`src/rtl/ps_cfg_pkg.sv`:
```
package ps_cfg_pkg;

   localparam int unsigned BYTE_W = 8;

   typedef enum logic [2:0] {
      ST_IDLE  = 3'd0,
      ST_HOLD  = 3'd1,
      ST_WREL  = 3'd2,
      ST_FETCH = 3'd3,
      ST_SHIFT = 3'd4,
      ST_DCHK  = 3'd5,
      ST_TRAIL = 3'd6
   } ps_state_e;

endpackage

```
`src/rtl/ps_cfg_timer.sv`:
```
// Down-counter for the request hold and the status-release timeout.
module ps_cfg_timer #(
   parameter int unsigned CNT_W = 8
) (
   input  logic             clk,
   input  logic             rst_n,
   input  logic             load_i,
   input  logic [CNT_W-1:0] load_val_i,
   input  logic             en_i,
   output logic             expired_o
);

   logic [CNT_W-1:0] cnt_q;

   always_ff @(posedge clk or negedge rst_n) begin
      if (!rst_n) begin
         cnt_q <= '0;
      end else if (load_i) begin
         cnt_q <= load_val_i;
      end else if (en_i && (cnt_q != '0)) begin
         cnt_q <= cnt_q - 1'b1;
      end
   end

   assign expired_o = (cnt_q == '0);

endmodule

```
`src/rtl/ps_cfg_halfdiv.sv`:
```
// Emits one tick every HALF_DIV cycles while run_i stays high.
module ps_cfg_halfdiv #(
   parameter int unsigned HALF_DIV = 1
) (
   input  logic clk,
   input  logic rst_n,
   input  logic run_i,
   output logic tick_o
);

   localparam int unsigned CW = (HALF_DIV > 1) ? $clog2(HALF_DIV) : 1;
   localparam logic [CW-1:0] LAST = CW'(HALF_DIV - 1);

   logic [CW-1:0] cnt_q;

   always_ff @(posedge clk or negedge rst_n) begin
      if (!rst_n) begin
         cnt_q <= '0;
      end else if (!run_i || (cnt_q == LAST)) begin
         cnt_q <= '0;
      end else begin
         cnt_q <= cnt_q + 1'b1;
      end
   end

   assign tick_o = run_i && (cnt_q == LAST);

endmodule

```
`src/rtl/ps_cfg_shifter.sv`:
```
// Byte holding register; the bit order is chosen at elaboration.
module ps_cfg_shifter
   import ps_cfg_pkg::*;
#(
   parameter bit LSB_FIRST = 1'b1
) (
   input  logic              clk,
   input  logic              rst_n,
   input  logic              load_i,
   input  logic [BYTE_W-1:0] din_i,
   input  logic              shift_i,
   output logic              bit_o
);

   logic [BYTE_W-1:0] sreg_q;

   generate
      if (LSB_FIRST) begin : g_lsb
         always_ff @(posedge clk or negedge rst_n) begin
            if (!rst_n)       sreg_q <= '0;
            else if (load_i)  sreg_q <= din_i;
            else if (shift_i) sreg_q <= {1'b0, sreg_q[BYTE_W-1:1]};
         end
         assign bit_o = sreg_q[0];
      end else begin : g_msb
         always_ff @(posedge clk or negedge rst_n) begin
            if (!rst_n)       sreg_q <= '0;
            else if (load_i)  sreg_q <= din_i;
            else if (shift_i) sreg_q <= {sreg_q[BYTE_W-2:0], 1'b0};
         end
         assign bit_o = sreg_q[BYTE_W-1];
      end
   endgenerate

endmodule

```
`src/rtl/ps_cfg_master.sv`:
```
module ps_cfg_master
   import ps_cfg_pkg::*;
#(
   parameter int unsigned SYS_CLK_HZ  = 100_000_000,
   parameter int unsigned DCLK_MAX_HZ = 50_000_000,
   parameter int unsigned HALF_DIV    = 1,
   parameter int unsigned HOLD_CYC    = 200,
   parameter int unsigned TIMEOUT_CYC = 10_000_000,
   parameter int unsigned TRAIL_CLKS  = 12,
   parameter bit          LSB_FIRST   = 1'b1
) (
   input  logic              clk,
   input  logic              rst_n,
   input  logic              start_i,
   input  logic              abort_i,
   input  logic [BYTE_W-1:0] byte_data_i,
   input  logic              byte_valid_i,
   input  logic              byte_last_i,
   output logic              byte_ready_o,
   input  logic              dev_status_n_i,
   input  logic              dev_done_i,
   output logic              dev_config_n_o,
   output logic              dev_clk_o,
   output logic              dev_data_o,
   output logic              busy_o,
   output logic              ok_o,
   output logic              fail_o
);

   localparam int unsigned TMR_MAX = (HOLD_CYC > TIMEOUT_CYC) ? HOLD_CYC : TIMEOUT_CYC;
   localparam int unsigned TMR_W   = $clog2(TMR_MAX + 1);
   localparam int unsigned BIT_W   = $clog2(BYTE_W);
   localparam int unsigned TRL_W   = (TRAIL_CLKS > 1) ? $clog2(TRAIL_CLKS) : 1;
   localparam logic [TMR_W-1:0] HOLD_LD  = TMR_W'(HOLD_CYC - 1);
   localparam logic [TMR_W-1:0] TOUT_LD  = TMR_W'(TIMEOUT_CYC - 1);
   localparam logic [BIT_W-1:0] LAST_BIT = BIT_W'(BYTE_W - 1);
   localparam logic [TRL_W-1:0] LAST_TRL = TRL_W'(TRAIL_CLKS - 1);

   // Elaboration checks on the parameter set (R6 clock limit)
   initial begin : p_param_chk
      assert (HALF_DIV >= 1) else $error("HALF_DIV must be at least 1");
      assert (64'(SYS_CLK_HZ) <= 64'(2) * 64'(HALF_DIV) * 64'(DCLK_MAX_HZ))
         else $error("generated configuration clock above DCLK_MAX_HZ");
      assert (HOLD_CYC >= 1 && TIMEOUT_CYC >= 1) else $error("delays must be nonzero");
      assert (TRAIL_CLKS >= 1) else $error("TRAIL_CLKS must be nonzero");
   end

   ps_state_e        state_q;
   logic             cfg_n_q, dclk_q, phase_q, last_q, ok_q, fail_q;
   logic [BIT_W-1:0] bit_q;
   logic [TRL_W-1:0] trl_q;

   logic tmr_load, tmr_en, tmr_exp;
   logic [TMR_W-1:0] tmr_val;
   logic run, tick, accept, sh_load, sh_shift, start_go, stop;

   assign stop     = abort_i && (state_q != ST_IDLE);
   assign start_go = start_i && !abort_i && (state_q == ST_IDLE);
   assign accept   = (state_q == ST_FETCH) && byte_valid_i && !abort_i;

   assign tmr_load = start_go ||
                     ((state_q == ST_HOLD) && tmr_exp && !dev_status_n_i);
   assign tmr_val  = (state_q == ST_IDLE) ? HOLD_LD : TOUT_LD;
   assign tmr_en   = (state_q == ST_HOLD) || (state_q == ST_WREL);
   assign run      = (state_q == ST_SHIFT) || (state_q == ST_TRAIL);

   assign sh_load  = accept;
   assign sh_shift = (state_q == ST_SHIFT) && tick && phase_q &&
                     (bit_q != LAST_BIT) && !abort_i;

   ps_cfg_timer #(.CNT_W(TMR_W)) u_timer (
      .clk        (clk),
      .rst_n      (rst_n),
      .load_i     (tmr_load),
      .load_val_i (tmr_val),
      .en_i       (tmr_en),
      .expired_o  (tmr_exp)
   );

   ps_cfg_halfdiv #(.HALF_DIV(HALF_DIV)) u_div (
      .clk    (clk),
      .rst_n  (rst_n),
      .run_i  (run),
      .tick_o (tick)
   );

   ps_cfg_shifter #(.LSB_FIRST(LSB_FIRST)) u_shift (
      .clk     (clk),
      .rst_n   (rst_n),
      .load_i  (sh_load),
      .din_i   (byte_data_i),
      .shift_i (sh_shift),
      .bit_o   (dev_data_o)
   );

   always_ff @(posedge clk or negedge rst_n) begin
      if (!rst_n) begin
         state_q <= ST_IDLE;
         cfg_n_q <= 1'b1;
         dclk_q  <= 1'b0;
         phase_q <= 1'b0;
         last_q  <= 1'b0;
         bit_q   <= '0;
         trl_q   <= '0;
         ok_q    <= 1'b0;
         fail_q  <= 1'b0;
      end else begin
         ok_q   <= 1'b0;
         fail_q <= 1'b0;
         if (stop) begin
            state_q <= ST_IDLE;
            cfg_n_q <= 1'b1;
            dclk_q  <= 1'b0;
            phase_q <= 1'b0;
            fail_q  <= 1'b1;
         end else begin
            case (state_q)
               ST_IDLE: begin
                  if (start_go) begin
                     state_q <= ST_HOLD;
                     cfg_n_q <= 1'b0;
                  end
               end
               ST_HOLD: begin
                  if (tmr_exp) begin
                     cfg_n_q <= 1'b1;
                     if (dev_status_n_i) begin
                        state_q <= ST_IDLE;
                        fail_q  <= 1'b1;
                     end else begin
                        state_q <= ST_WREL;
                     end
                  end
               end
               ST_WREL: begin
                  if (dev_status_n_i) begin
                     state_q <= ST_FETCH;
                  end else if (tmr_exp) begin
                     state_q <= ST_IDLE;
                     fail_q  <= 1'b1;
                  end
               end
               ST_FETCH: begin
                  if (byte_valid_i) begin
                     state_q <= ST_SHIFT;
                     last_q  <= byte_last_i;
                     bit_q   <= '0;
                     phase_q <= 1'b0;
                  end
               end
               ST_SHIFT: begin
                  if (tick) begin
                     if (!phase_q) begin
                        dclk_q  <= 1'b1;
                        phase_q <= 1'b1;
                     end else begin
                        dclk_q  <= 1'b0;
                        phase_q <= 1'b0;
                        if (bit_q == LAST_BIT) begin
                           state_q <= last_q ? ST_DCHK : ST_FETCH;
                        end else begin
                           bit_q <= bit_q + 1'b1;
                        end
                     end
                  end
               end
               ST_DCHK: begin
                  if (dev_done_i) begin
                     state_q <= ST_TRAIL;
                     trl_q   <= '0;
                     phase_q <= 1'b0;
                  end else begin
                     state_q <= ST_IDLE;
                     fail_q  <= 1'b1;
                  end
               end
               ST_TRAIL: begin
                  if (tick) begin
                     if (!phase_q) begin
                        dclk_q  <= 1'b1;
                        phase_q <= 1'b1;
                     end else begin
                        dclk_q  <= 1'b0;
                        phase_q <= 1'b0;
                        if (trl_q == LAST_TRL) begin
                           state_q <= ST_IDLE;
                           ok_q    <= 1'b1;
                        end else begin
                           trl_q <= trl_q + 1'b1;
                        end
                     end
                  end
               end
               default: state_q <= ST_IDLE;
            endcase
         end
      end
   end

   assign dev_config_n_o = cfg_n_q;
   assign dev_clk_o      = dclk_q;
   assign busy_o         = (state_q != ST_IDLE);
   assign byte_ready_o   = (state_q == ST_FETCH);
   assign ok_o           = ok_q;
   assign fail_o         = fail_q;

endmodule

```
`config.mk`:
```
export PLATFORM = sky130hd
export DESIGN_NAME = ps_cfg_master
export DESIGN_NICKNAME = d
export VERILOG_FILES = /design/src/rtl/ps_cfg_pkg.sv /design/src/rtl/ps_cfg_timer.sv /design/src/rtl/ps_cfg_halfdiv.sv /design/src/rtl/ps_cfg_shifter.sv /design/src/rtl/ps_cfg_master.sv
export SDC_FILE = /design/constraint.sdc
export NUM_CORES = 1
export LEC_CHECK = 0
export ABC_AREA = 1
export BUFFER_PORTS_ARGS = -buffer_cell sky130_fd_sc_hd__buf_4
export CAP_MARGIN = 10
export CORE_MARGIN = 5
export CORE_UTILIZATION = 30
export CTS_CLUSTER_SIZE = 12
export DETAILED_ROUTE_END_ITERATION = 8
export PLACE_DENSITY = 0.56
export SLEW_MARGIN = 20
export SYNTH_ARGS = -nofsm -noshare
export SYNTH_HDL_FRONTEND = slang
export SYNTH_SLANG_ARGS = --single-unit
export TNS_END_PERCENT = 50
```
`constraint.sdc`:
```
create_clock -name clk -period 2 [get_ports clk]
set_clock_uncertainty 0.05 [all_clocks]
set_input_delay 0.4 -clock clk [delete_from_list [all_inputs] [get_ports clk]]
set_output_delay 0.4 -clock clk [all_outputs]
set_load 0.02 [all_outputs]
```
==> results.txt <==
Max IR drop VDD -> 0.572 mV
GP Congestion -> 0.898
nets@finish -> 552
clk slew on worst S/H paths -> 0.10 ns
Critical Path Fanout Max -> 7
FF-to-FF End -> u_timer.cnt_q[23]
I/O Buffers -> 22
CP endpoint kind -> register
Worst Tran Pin Value -> 0.635 ns
Max Fclk -> 535 MHz
drt drc -> 0
pre-CTS setup slack -> -0.384 ns
Yosys top cell by area -> dfrtp_1
largest net degree at the start of global routing -> 50
reg2reg path depth -> 9
worst skew pair latency -> 0.32 ns
share of layout cells above drive strength 1 -> 24.1%
clk root buf -> clkbuf_8
WS Path Type -> reg2reg
final setup fails -> 0
Worst setup SP type -> register
via density per instance -> 4.70
Syn Nets -> 473
post-placement cell area -> 3920 um2
RR Startpoint -> state_q[0]
Crit path arrival time -> 2.04 ns
first-pass GRT wire length -> 14,600 um
H-tree levels -> 2
Crit-path slowest cell -> dfrtp_1
Synth Warn # -> 0
grt ovf -> 0
dpl hpwl -> 6210 um
LEAKAGE -> 2.16 nW
sequential-to-total area share from yosys stat -> 38.3%
syn_area_per_cell -> 7.09 um2
Pre-antenna DRT Iters -> 4
Netlist cell types -> 35
hold crit path type -> in2async
outcome -> completed
TritonCTS Buffers -> 5
CTS tree -> yes
Clock Sinks -> 49
CP peak stage delay -> 0.44 ns
Longest Clk Path Bufs -> 2
Netlist Area Pre-Place -> 3200 um2
initial DRC count -> 88
#FFs+latches synth -> 49
final setup margin -> 0.131 ns
vias in the first global route -> 3,155
Tmin final -> 1.87 ns
Initial Utilization -> 30.9%
die height -> 113 um
Post-Synthesis Cells -> 452
area grow syn2layout -> 27.2%
Fillers -> 1,094
reg2reg setup slack -> 0.13 ns
Post-CTS Setup Bufs -> 0
RSZ-0062 raised after global routing -> false
die area -> 12,800 um2
via count -> 3,137
Relative slew margins -> 57.6%
area of the core -> 10,400 um2
Tcrit/Tclk final -> 93.4%
IO Count -> 23
maxcap violations -> 0
number of placement rows -> 37
Post-CTS Hold Fix Bufs -> 0
drt total wl -> 8290 um
CP required -> 2.17 ns
initial antenna violation count -> 0
final instance area -> 4070 um2
pwr dens -> 1300 nW/um2
Die Span X -> 113 um
Area contributors post-synth -> dfrtp_1, nand2_1, nand3_1
final hold vios -> 0
Synth top area share -> 37.5%
number of diodes -> 0
GRT Util Overall -> 13.9%
Pwr Total -> 0.00530 W
Routed Antenna Nets -> 0
Final Max Slew Viols -> 0
routed length per instance -> 12.4 um
worst-path cell chain -> inv_2 > nand3_4 > nor3_4 > buf_4 > inv_2 > a21oi_1 > nand2_1 > nand2_1 > inv_1
synthesized netlist by cell type (all sizes together):
library cell / n
a31oi: 1
xnor2: 3
inv: 48
nor2: 69
nand4: 12
ha: 5
or2: 3
conb: 1
nand3b: 4
xor2: 8
o21bai: 3
nand2: 146
nand3: 59
o211ai: 2
a21oi: 6
dfstp: 1
o21ai: 19
nor3: 5
a22o: 2
dfrtp: 48
buf: 7
routing by layer:
metal  up-vias  share of wire, %  routed length [um]  global-route usage [%]
li1       1604                 -                   -                       -
met1      1454                48                4000                    18.5
met2        62                45                3710                    22.2
met3        17               4.7                 386                    3.10
met4         0               2.4                 199                    4.89
met5         -                 0                   0                       0
sequential cells by signal, summed over array words and instances (netlist names):
name            count
bit_q               3
trl_q               4
phase_q             1
ok_o                1
u_timer.cnt_q      24
dev_clk_o           1
u_shift.sreg_q      8
dev_config_n_o      1
state_q             3
last_q              1
u_div.cnt_q         1
fail_o              1
what timing repair did:
action / 4_1_cts / 5_1_grt
gates cloned: 1 / 0
gates resized for setup: 1 / 8
setup endpoints to repair: 21 / 21
pin swaps: 1 / 0
final cells by class:
| cell class | count | area, um2 | share of cell area [%] |
|---|---|---|---|
| clock buffer | 6 | 82.6 | 2.03 |
| clock inverter | 2 | 37.5 | 0.921 |
| tap | 136 | 170 | 4.18 |
| timing repair buffer | 78 | 598 | 14.7 |
| multi-input combinational | 349 | 1770 | 43.5 |
| sequential | 49 | 1230 | 30.1 |
| inverter | 48 | 185 | 4.55 |
metrics by stage:
| stage | hold WS, ns | util [%] | TNS, ns | std cells |
|---|---|---|---|---|
| 6_report | 0.0516 | 39.3 | 0 | 668 |
| 5_1_grt | 0.102 | 39.3 | 0 | 668 |
| 4_1_cts | 0.0706 | 39.0 | 0 | 668 |
| 3_5_place_dp | 0.424 | 37.8 | -5.93 | 659 |
| 3_3_place_gp | 0.409 | 37.8 | -5.31 | 659 |
| 2_1_floorplan | 0.0544 | - | 0 | 452 |
cell families (layout without fill, tap and decap cells):
logic type | after synthesis | count (layout) | share of synthesized area (%)
flops | 49 | 49 | 38.3
buf+inv | 55 | 134 | 7.54
other cells | 1 | 1 | 0.117
fa+ha+maj | 5 | 5 | 1.95
simple gates | 298 | 299 | 43.2
xor+xnor | 11 | 11 | 3.01
compound gates | 33 | 33 | 5.82
how the worst max path moves through the flow:
stage                   endpoint  cells past startpoint  slack, ns              start
6_report       u_timer.cnt_q[23]                      9       0.13         state_q[0]
5_1_grt        u_timer.cnt_q[18]                     11      0.005   u_timer.cnt_q[4]
4_1_cts        u_timer.cnt_q[18]                     11       0.06  u_timer.cnt_q[13]
3_5_place_dp   u_timer.cnt_q[10]                     12      -0.38   u_timer.cnt_q[1]
3_3_place_gp   u_timer.cnt_q[12]                     12      -0.35   u_timer.cnt_q[1]
2_1_floorplan  u_timer.cnt_q[13]                     13       0.29   u_timer.cnt_q[0]
power breakdown:
| group | switching [W] | internal (W) | total (W) |
|---|---|---|---|
| registers | 0.000181 | 0.00127 | 0.00146 |
| clock network | 0.000373 | 0.000407 | 0.000780 |
| logic | 0.00183 | 0.00123 | 0.00306 |
| total | 0.00238 | 0.00291 | 0.00530 |
placed cells by master (no fill, tap or decap), drive strengths merged, types with 2 or more instances in the layout:
| master | Yosys | layout |
|---|---|---|
| nand2 | 146 | 146 |
| buf | 7 | 78 |
| nor2 | 69 | 70 |
| nand3 | 59 | 59 |
| dfrtp | 48 | 48 |
| inv | 48 | 48 |
| o21ai | 19 | 19 |
| nand4 | 12 | 12 |
| xor2 | 8 | 8 |
| a21oi | 6 | 6 |
| clkbuf | 0 | 6 |
| ha | 5 | 5 |
| nor3 | 5 | 5 |
| nand3b | 4 | 4 |
| o21bai | 3 | 3 |
| xnor2 | 3 | 3 |
| or2 | 3 | 3 |
| a22o | 2 | 2 |
| o211ai | 2 | 2 |
critical path: cells and delay by family (launching register included):
kind / cells / cell delay, ns
AND/OR/NAND/NOR: 4 / 0.53
flip-flops: 1 / 0.44
buffers and inverters: 4 / 0.39
AO/OA/AOI/OAI: 1 / 0.34
Note: power is estimated with default switching activity, not from simulation.
